==> src/rtl/rxq_pkg.sv <==
package rxq_pkg;

  localparam int unsigned FRAME_W = 32;

  typedef enum logic [1:0] {
    WID_8   = 2'd0,
    WID_16  = 2'd1,
    WID_32  = 2'd2,
    WID_32B = 2'd3
  } width_e;

  // Keep only the bits selected by the width control; the rest become 0.
  function automatic logic [FRAME_W-1:0] frame_mask(
    input logic [FRAME_W-1:0] d,
    input logic [1:0]         w
  );
    logic [FRAME_W-1:0] r;
    r = d;
    case (width_e'(w))
      WID_8:   r = {{(FRAME_W-8){1'b0}},  d[7:0]};
      WID_16:  r = {{(FRAME_W-16){1'b0}}, d[15:0]};
      default: r = d;
    endcase
    return r;
  endfunction

  // Value returned when there is nothing valid to read.
  function automatic logic [FRAME_W-1:0] no_data_word();
    return {FRAME_W{1'b1}};
  endfunction

endpackage

==> src/rtl/rxq_fifo.sv <==
module rxq_fifo #(
  parameter int unsigned DEPTH = 8,
  parameter int unsigned W     = 32
) (
  input  logic         clk,
  input  logic         rst_n,
  input  logic         push,
  input  logic [W-1:0] push_data,
  input  logic         pop,
  output logic [W-1:0] head,
  output logic         full,
  output logic         empty,
  output logic         push_drop
);
  localparam int unsigned PTR_W = (DEPTH > 1) ? $clog2(DEPTH) : 1;
  localparam int unsigned CNT_W = $clog2(DEPTH + 1);

  logic [W-1:0]     mem [DEPTH];
  logic [PTR_W-1:0] wr_ptr, rd_ptr;
  logic [CNT_W-1:0] count;
  logic             push_acc;
  logic             pop_acc;

  function automatic logic [PTR_W-1:0] ptr_next(input logic [PTR_W-1:0] p);
    return (p == PTR_W'(DEPTH - 1)) ? '0 : p + 1'b1;
  endfunction

  assign full      = (count == CNT_W'(DEPTH));
  assign empty     = (count == '0);
  assign pop_acc   = pop & ~empty;
  assign push_acc  = push & (~full | pop_acc);
  assign push_drop = push & full & ~pop_acc;
  assign head      = mem[rd_ptr];

  always_ff @(posedge clk) begin
    if (push_acc) mem[wr_ptr] <= push_data;
  end

  always_ff @(posedge clk or negedge rst_n) begin
    if (!rst_n) begin
      wr_ptr <= '0;
      rd_ptr <= '0;
      count  <= '0;
    end else begin
      if (push_acc) wr_ptr <= ptr_next(wr_ptr);
      if (pop_acc)  rd_ptr <= ptr_next(rd_ptr);
      case ({push_acc, pop_acc})
        2'b10:   count <= count + 1'b1;
        2'b01:   count <= count - 1'b1;
        default: count <= count;
      endcase
    end
  end

  assert_count_bound_R2: assert property (@(posedge clk) disable iff (!rst_n)
    count <= CNT_W'(DEPTH));

  assert_no_overflow_R3: assert property (@(posedge clk) disable iff (!rst_n)
    push_drop |=> $stable(count));

  assert_swap_keeps_count_R11: assert property (@(posedge clk) disable iff (!rst_n)
    (push_acc && pop_acc) |=> $stable(count));

endmodule

==> src/rtl/rxq_read_ctrl.sv <==
module rxq_read_ctrl
  import rxq_pkg::*;
#(
  parameter int unsigned      ADDR_W    = 12,
  parameter logic [ADDR_W-1:0] RD_OFFSET = 12'h340
) (
  input  logic               clk,
  input  logic               rst_n,
  input  logic               enable,
  input  logic [1:0]         mem_width,
  input  logic [ADDR_W-1:0]  reg_addr,
  input  logic               reg_rd,
  input  logic               reg_wr,
  input  logic               reg_dbg,
  input  logic               fifo_empty,
  input  logic [FRAME_W-1:0] head,
  output logic               pop,
  output logic               underflow_evt,
  output logic [FRAME_W-1:0] reg_rdata
);
  logic               rd_cycle;
  logic               rd_hit;
  logic               no_data;
  logic [FRAME_W-1:0] rd_value;

  // A write strobe wins over a read strobe: the whole access is ignored.
  assign rd_cycle      = reg_rd & ~reg_wr;
  assign rd_hit        = rd_cycle & (reg_addr == RD_OFFSET);
  assign no_data       = ~enable | fifo_empty;
  assign pop           = rd_hit & enable & ~fifo_empty & ~reg_dbg;
  assign underflow_evt = rd_hit & enable & fifo_empty & ~reg_dbg;

  always_comb begin
    if (!rd_hit)      rd_value = '0;
    else if (no_data) rd_value = no_data_word();
    else              rd_value = frame_mask(head, mem_width);
  end

  always_ff @(posedge clk or negedge rst_n) begin
    if (!rst_n)        reg_rdata <= '0;
    else if (rd_cycle) reg_rdata <= rd_value;
  end

  assert_empty_read_ones_R7: assert property (@(posedge clk) disable iff (!rst_n)
    (rd_hit && no_data) |=> (reg_rdata == {FRAME_W{1'b1}}));

  assert_debug_no_pop_R8: assert property (@(posedge clk) disable iff (!rst_n)
    reg_dbg |-> (!pop && !underflow_evt));

  assert_disabled_no_pop_R6: assert property (@(posedge clk) disable iff (!rst_n)
    !enable |-> (!pop && !underflow_evt));

  assert_write_holds_data_R9: assert property (@(posedge clk) disable iff (!rst_n)
    reg_wr |=> $stable(reg_rdata));

endmodule

==> src/rtl/rxq_sticky_flags.sv <==
module rxq_sticky_flags #(
  parameter int unsigned N = 2
) (
  input  logic         clk,
  input  logic         rst_n,
  input  logic [N-1:0] set,
  input  logic [N-1:0] clr,
  output logic [N-1:0] q
);
  for (genvar i = 0; i < N; i++) begin : g_flag
    always_ff @(posedge clk or negedge rst_n) begin
      if (!rst_n)      q[i] <= 1'b0;
      else if (set[i]) q[i] <= 1'b1;
      else if (clr[i]) q[i] <= 1'b0;
    end

    assert_flag_sticky_R7: assert property (@(posedge clk) disable iff (!rst_n)
      (q[i] && !clr[i]) |=> q[i]);

    assert_set_wins_R3: assert property (@(posedge clk) disable iff (!rst_n)
      set[i] |=> q[i]);
  end
endmodule

==> src/rtl/rxq_read_port.sv <==
module rxq_read_port
  import rxq_pkg::*;
#(
  parameter int unsigned       DEPTH     = 8,
  parameter int unsigned       ADDR_W    = 12,
  parameter logic [ADDR_W-1:0] RD_OFFSET = 12'h340
) (
  input  logic               clk,
  input  logic               rst_n,
  input  logic               enable,
  input  logic [1:0]         mem_width,
  input  logic               push_valid,
  input  logic [FRAME_W-1:0] push_data,
  output logic               fifo_full,
  output logic               fifo_empty,
  input  logic [ADDR_W-1:0]  reg_addr,
  input  logic               reg_rd,
  input  logic               reg_wr,
  input  logic               reg_dbg,
  output logic [FRAME_W-1:0] reg_rdata,
  input  logic               clr_underflow,
  input  logic               clr_overflow,
  output logic               irq_underflow,
  output logic               irq_overflow
);
  localparam int unsigned FLAG_UF = 0;
  localparam int unsigned FLAG_OF = 1;
  localparam int unsigned N_FLAGS = 2;

  logic               pop_evt;
  logic               underflow_evt;
  logic               push_drop_evt;
  logic [FRAME_W-1:0] head;
  logic [N_FLAGS-1:0] flag_set, flag_clr, flag_q;

  rxq_fifo #(.DEPTH(DEPTH), .W(FRAME_W)) u_fifo (
    .clk       (clk),
    .rst_n     (rst_n),
    .push      (push_valid),
    .push_data (push_data),
    .pop       (pop_evt),
    .head      (head),
    .full      (fifo_full),
    .empty     (fifo_empty),
    .push_drop (push_drop_evt)
  );

  rxq_read_ctrl #(.ADDR_W(ADDR_W), .RD_OFFSET(RD_OFFSET)) u_rd (
    .clk           (clk),
    .rst_n         (rst_n),
    .enable        (enable),
    .mem_width     (mem_width),
    .reg_addr      (reg_addr),
    .reg_rd        (reg_rd),
    .reg_wr        (reg_wr),
    .reg_dbg       (reg_dbg),
    .fifo_empty    (fifo_empty),
    .head          (head),
    .pop           (pop_evt),
    .underflow_evt (underflow_evt),
    .reg_rdata     (reg_rdata)
  );

  assign flag_set[FLAG_UF] = underflow_evt;
  assign flag_set[FLAG_OF] = push_drop_evt;
  assign flag_clr[FLAG_UF] = clr_underflow;
  assign flag_clr[FLAG_OF] = clr_overflow;

  rxq_sticky_flags #(.N(N_FLAGS)) u_flags (
    .clk   (clk),
    .rst_n (rst_n),
    .set   (flag_set),
    .clr   (flag_clr),
    .q     (flag_q)
  );

  assign irq_underflow = flag_q[FLAG_UF];
  assign irq_overflow  = flag_q[FLAG_OF];

  assert_pop_needs_data_R4: assert property (@(posedge clk) disable iff (!rst_n)
    pop_evt |-> !fifo_empty);

  assert_drop_only_full_R3: assert property (@(posedge clk) disable iff (!rst_n)
    push_drop_evt |-> (fifo_full && !pop_evt));

  assert_underflow_only_empty_R7: assert property (@(posedge clk) disable iff (!rst_n)
    underflow_evt |-> fifo_empty);

  assert_full_empty_excl_R2: assert property (@(posedge clk) disable iff (!rst_n)
    !(fifo_full && fifo_empty));

endmodule

==> config.mk <==
export PLATFORM = sky130hd
export DESIGN_NAME = rxq_read_port
export DESIGN_NICKNAME = d
export VERILOG_FILES = /design/src/rtl/rxq_pkg.sv /design/src/rtl/rxq_fifo.sv /design/src/rtl/rxq_read_ctrl.sv /design/src/rtl/rxq_sticky_flags.sv /design/src/rtl/rxq_read_port.sv
export SDC_FILE = /design/constraint.sdc
export NUM_CORES = 1
export LEC_CHECK = 0
export BUFFER_PORTS_ARGS = -buffer_cell sky130_fd_sc_hd__clkbuf_2
export CORE_MARGIN = 1
export CORE_UTILIZATION = 62
export CTS_BUF_LIST = sky130_fd_sc_hd__clkbuf_8
export CTS_CLUSTER_SIZE = 8
export DETAILED_ROUTE_END_ITERATION = 8
export PLACE_DENSITY = 0.83
export SYNTH_ARGS = -nofsm -noshare
export SYNTH_HDL_FRONTEND = slang
export SYNTH_HIERARCHICAL = 1
export SYNTH_SLANG_ARGS = --single-unit
==> constraint.sdc <==
create_clock -name clk -period 6.4 [get_ports clk]
set_input_delay 1.28 -clock clk [delete_from_list [all_inputs] [get_ports clk]]
set_output_delay 1.28 -clock clk [all_outputs]
set_load 0.05 [all_outputs]
==> results.tsv <==
metric	value	unit
Slew HR	34.0	%
crit path kind	input port to flip-flop	
Die ar.	19500	um^2
max-slew violations	0	
DP Cell Count	899	
Critical Path Max Stage Delay	520	ps
top_reg_cell synth	edfxtp_1	
Synth Area in Adders	0.810	%
Synth area leaders	edfxtp_1 66%, mux4_2 12%, dfrtp_1 9.4%	
most frequent cells after synthesis	256 x edfxtp_1, 64 x mux4_2, 44 x dfrtp_1	
area share of the largest cell type after synthesis	65.5	%
yosys warns	6	
First-pass DRT Iterations	4	
clock transition at the registers of the reported paths	60	ps
# diodes	0	
TritonCTS clock tree	yes	
post-CTS setup buffer count	0	
starting DRC count in detailed routing	409	
RSZ-0062 raised after global routing	no	
initial antenna violation count	0	
Synth cell types	39	
worst clock skew	26.3	ps
Post-Layout Cell Count	985	
post-synthesis xor/xnor area fraction	0.224	%
Mapped Area	11700	um^2
ratio of cells with drive above 1 in the final layout	36.8	%
most frequent cell after synthesis	edfxtp_1	
DRC	0	
Mapped Avg Cell Area	19.6	um^2
R2R setup slack	2560	ps
final worst slack	1670	ps
IO buf count	90	
worst min path class	flip-flop to flip-flop	
Required @ worst endpoint	6840	ps
TritonCTS buffer count	47	
max_cap viols	0	
main combinational cell family by area after synthesis	multiplexers	
min cycle time layout	4730	ps
Synth Area in Simple Gates	3.26	%
register bit total from synthesis	300	
Async S/R FF share, synth	14.7	%
core outline area	18300	um^2
Initial Util	64.2	%
EDFF count, synth	256	
Setup-failing EPs final	0	
syn nets	662	
fraction of synthesized area in multiplexers	15.9	%
nets	781	
Root Buffer	clkbuf_8	
Max Buffers Root-to-Sink	3	
largest net degree at the start of global routing	54	
Worst Setup Start Kind	input port	
peak supply drop	0.287	mV
dpl ws	1130	ps
Peak Freq	0.211	GHz
final wirelength	23100	um
first-pass GRT wire length	36000	um
clock tree sinks	300	
complex-gate fraction of the synthesized area	3.26	%
status	finished clean	
critical-path cell list	clkbuf_2, or4b_1, or4_1, buf_4, nor3_2, o21ai_1, or2_2, inv_1, ha_1, a21o_1, a21oi_1, mux2_2, a211o_1	
Seq/Total Area, Yosys	74.9	%
Ports	91	
layout overhead on the synthesized area	13.9	%
CTS resizes	0	
Hold-fix buffers, CTS	0	
Total GRT Usage	25.1	%
crit end category	flip-flop	
Final Hold Viols	0	
worst-path fanout max	34	
die width	140	um
fin crit share	73.9	%
clk_lat worst skew	550	ps
measured slew at the worst slew-check pin	989	ps
routed vias	6053	
post-synth top area cell	edfxtp_1	
die height	140	um
post-route ant nets	0	
drt wl/cell	23.4	um
arrival time of the worst setup path	5170	ps
CP max-delay cell	or4_1	
global placer's final weighted congestion	0.719	
Sum Neg Setup Slack	0	ps
grt ovf	0	
H-tree levels	2	
Static Leak	4.80	nW
Post-DP HPWL	12900	um
row count	49	
Power Density	338	nW/um^2
number of global-route vias before repair	6482	
routed vias/inst	6.15	
Post-Synthesis Cells	600	
registers in the layout, summed over array words and instances, names as in the netlist:
| name | cells |
|---|---|
| u_flags/q | 2 |
| u_fifo/mem | 256 |
| u_fifo/wr_ptr | 3 |
| u_fifo/count | 4 |
| u_rd/reg_rdata | 32 |
| u_fifo/rd_ptr | 3 |
power by group:
group,switching (W),internal (W),leakage (nW)
clock network,0.000682,0.000804,0.555
registers,0.0000943,0.00240,2.92
logic,0.000348,0.000190,1.33
total,0.00112,0.00340,4.80
routing by layer:
layer | vias to the layer above | GRT usage, % | share of wire, %
li1 | 2646 | - | -
met1 | 3110 | 32.2 | 39
met2 | 237 | 42.6 | 52
met3 | 60 | 4.82 | 6.7
met4 | 0 | 10.7 | 3.0
met5 | - | 0 | 0
worst max-delay path: cells and delay by family:
family	cells	cell delay, ps
AOI/OAI and AO/OA	4	990
and+or+nand+nor	4	1830
buffers and inverters	3	450
muxes	1	370
adders and majority gates	1	230
cells in the final DEF (no fill, tap or decap), types with 5 or more instances in the layout:
master	n
nand2b_1	7
nand2_1	37
a21oi_1	26
clkbuf_8	54
dfrtp_1	42
inv_1	33
buf_4	15
clkbuf_2	90
ha_1	6
mux4_2	64
mux2_2	36
nor3_2	5
o21ai_1	29
o21ai_0	5
edfxtp_1	256
nor2_1	10
a21o_1	5
cell type report:
class | instances | area (um^2)
flip-flops and latches | 300 | 8790
fillers | 1040 | 4900
multi-input cells | 259 | 2810
clock buffers | 54 | 743
repair buffers | 105 | 563
well taps | 229 | 287
clock inverters | 32 | 148
inverters | 6 | 22.5
path summary, 6_finish.rpt:
kind / startpoint / endpoint / cells past startpoint
max: reg_addr[1] / u_fifo/count[3] / 13
min: u_rd/reg_rdata[0] / u_rd/reg_rdata[0] / 2
max reg2reg: u_fifo/count[0] / u_fifo/count[3] / 13
min reg2reg: u_rd/reg_rdata[0] / u_rd/reg_rdata[0] / 2
max in group asynchronous: rst_n / u_fifo/rd_ptr[0] / 2
min in group asynchronous: rst_n / u_flags/q[1] / 2
logic make-up (layout without fill, tap and decap cells):
| group | Yosys count | after routing |
|---|---|---|
| AND/OR/NAND/NOR | 77 | 77 |
| multiplexers | 102 | 102 |
| XOR/XNOR | 3 | 3 |
| AO/OA/AOI/OAI | 70 | 70 |
| flip-flops | 300 | 300 |
| adder cells (fa/ha/maj) | 7 | 7 |
| buffers and inverters | 41 | 197 |
through the flow:
stage	util, %	hold slack [ps]	power [W]	cell area [um^2]
floorplan	-	550	0.00284	11700
global placement	68.3	463	0.00302	12500
detailed placement	68.3	473	0.00307	12500
CTS	73.2	487	0.00455	13400
global route	73.2	500	0.00468	13400
finish	73.2	479	0.00452	13400
Power figures use the tool's default switching activity.
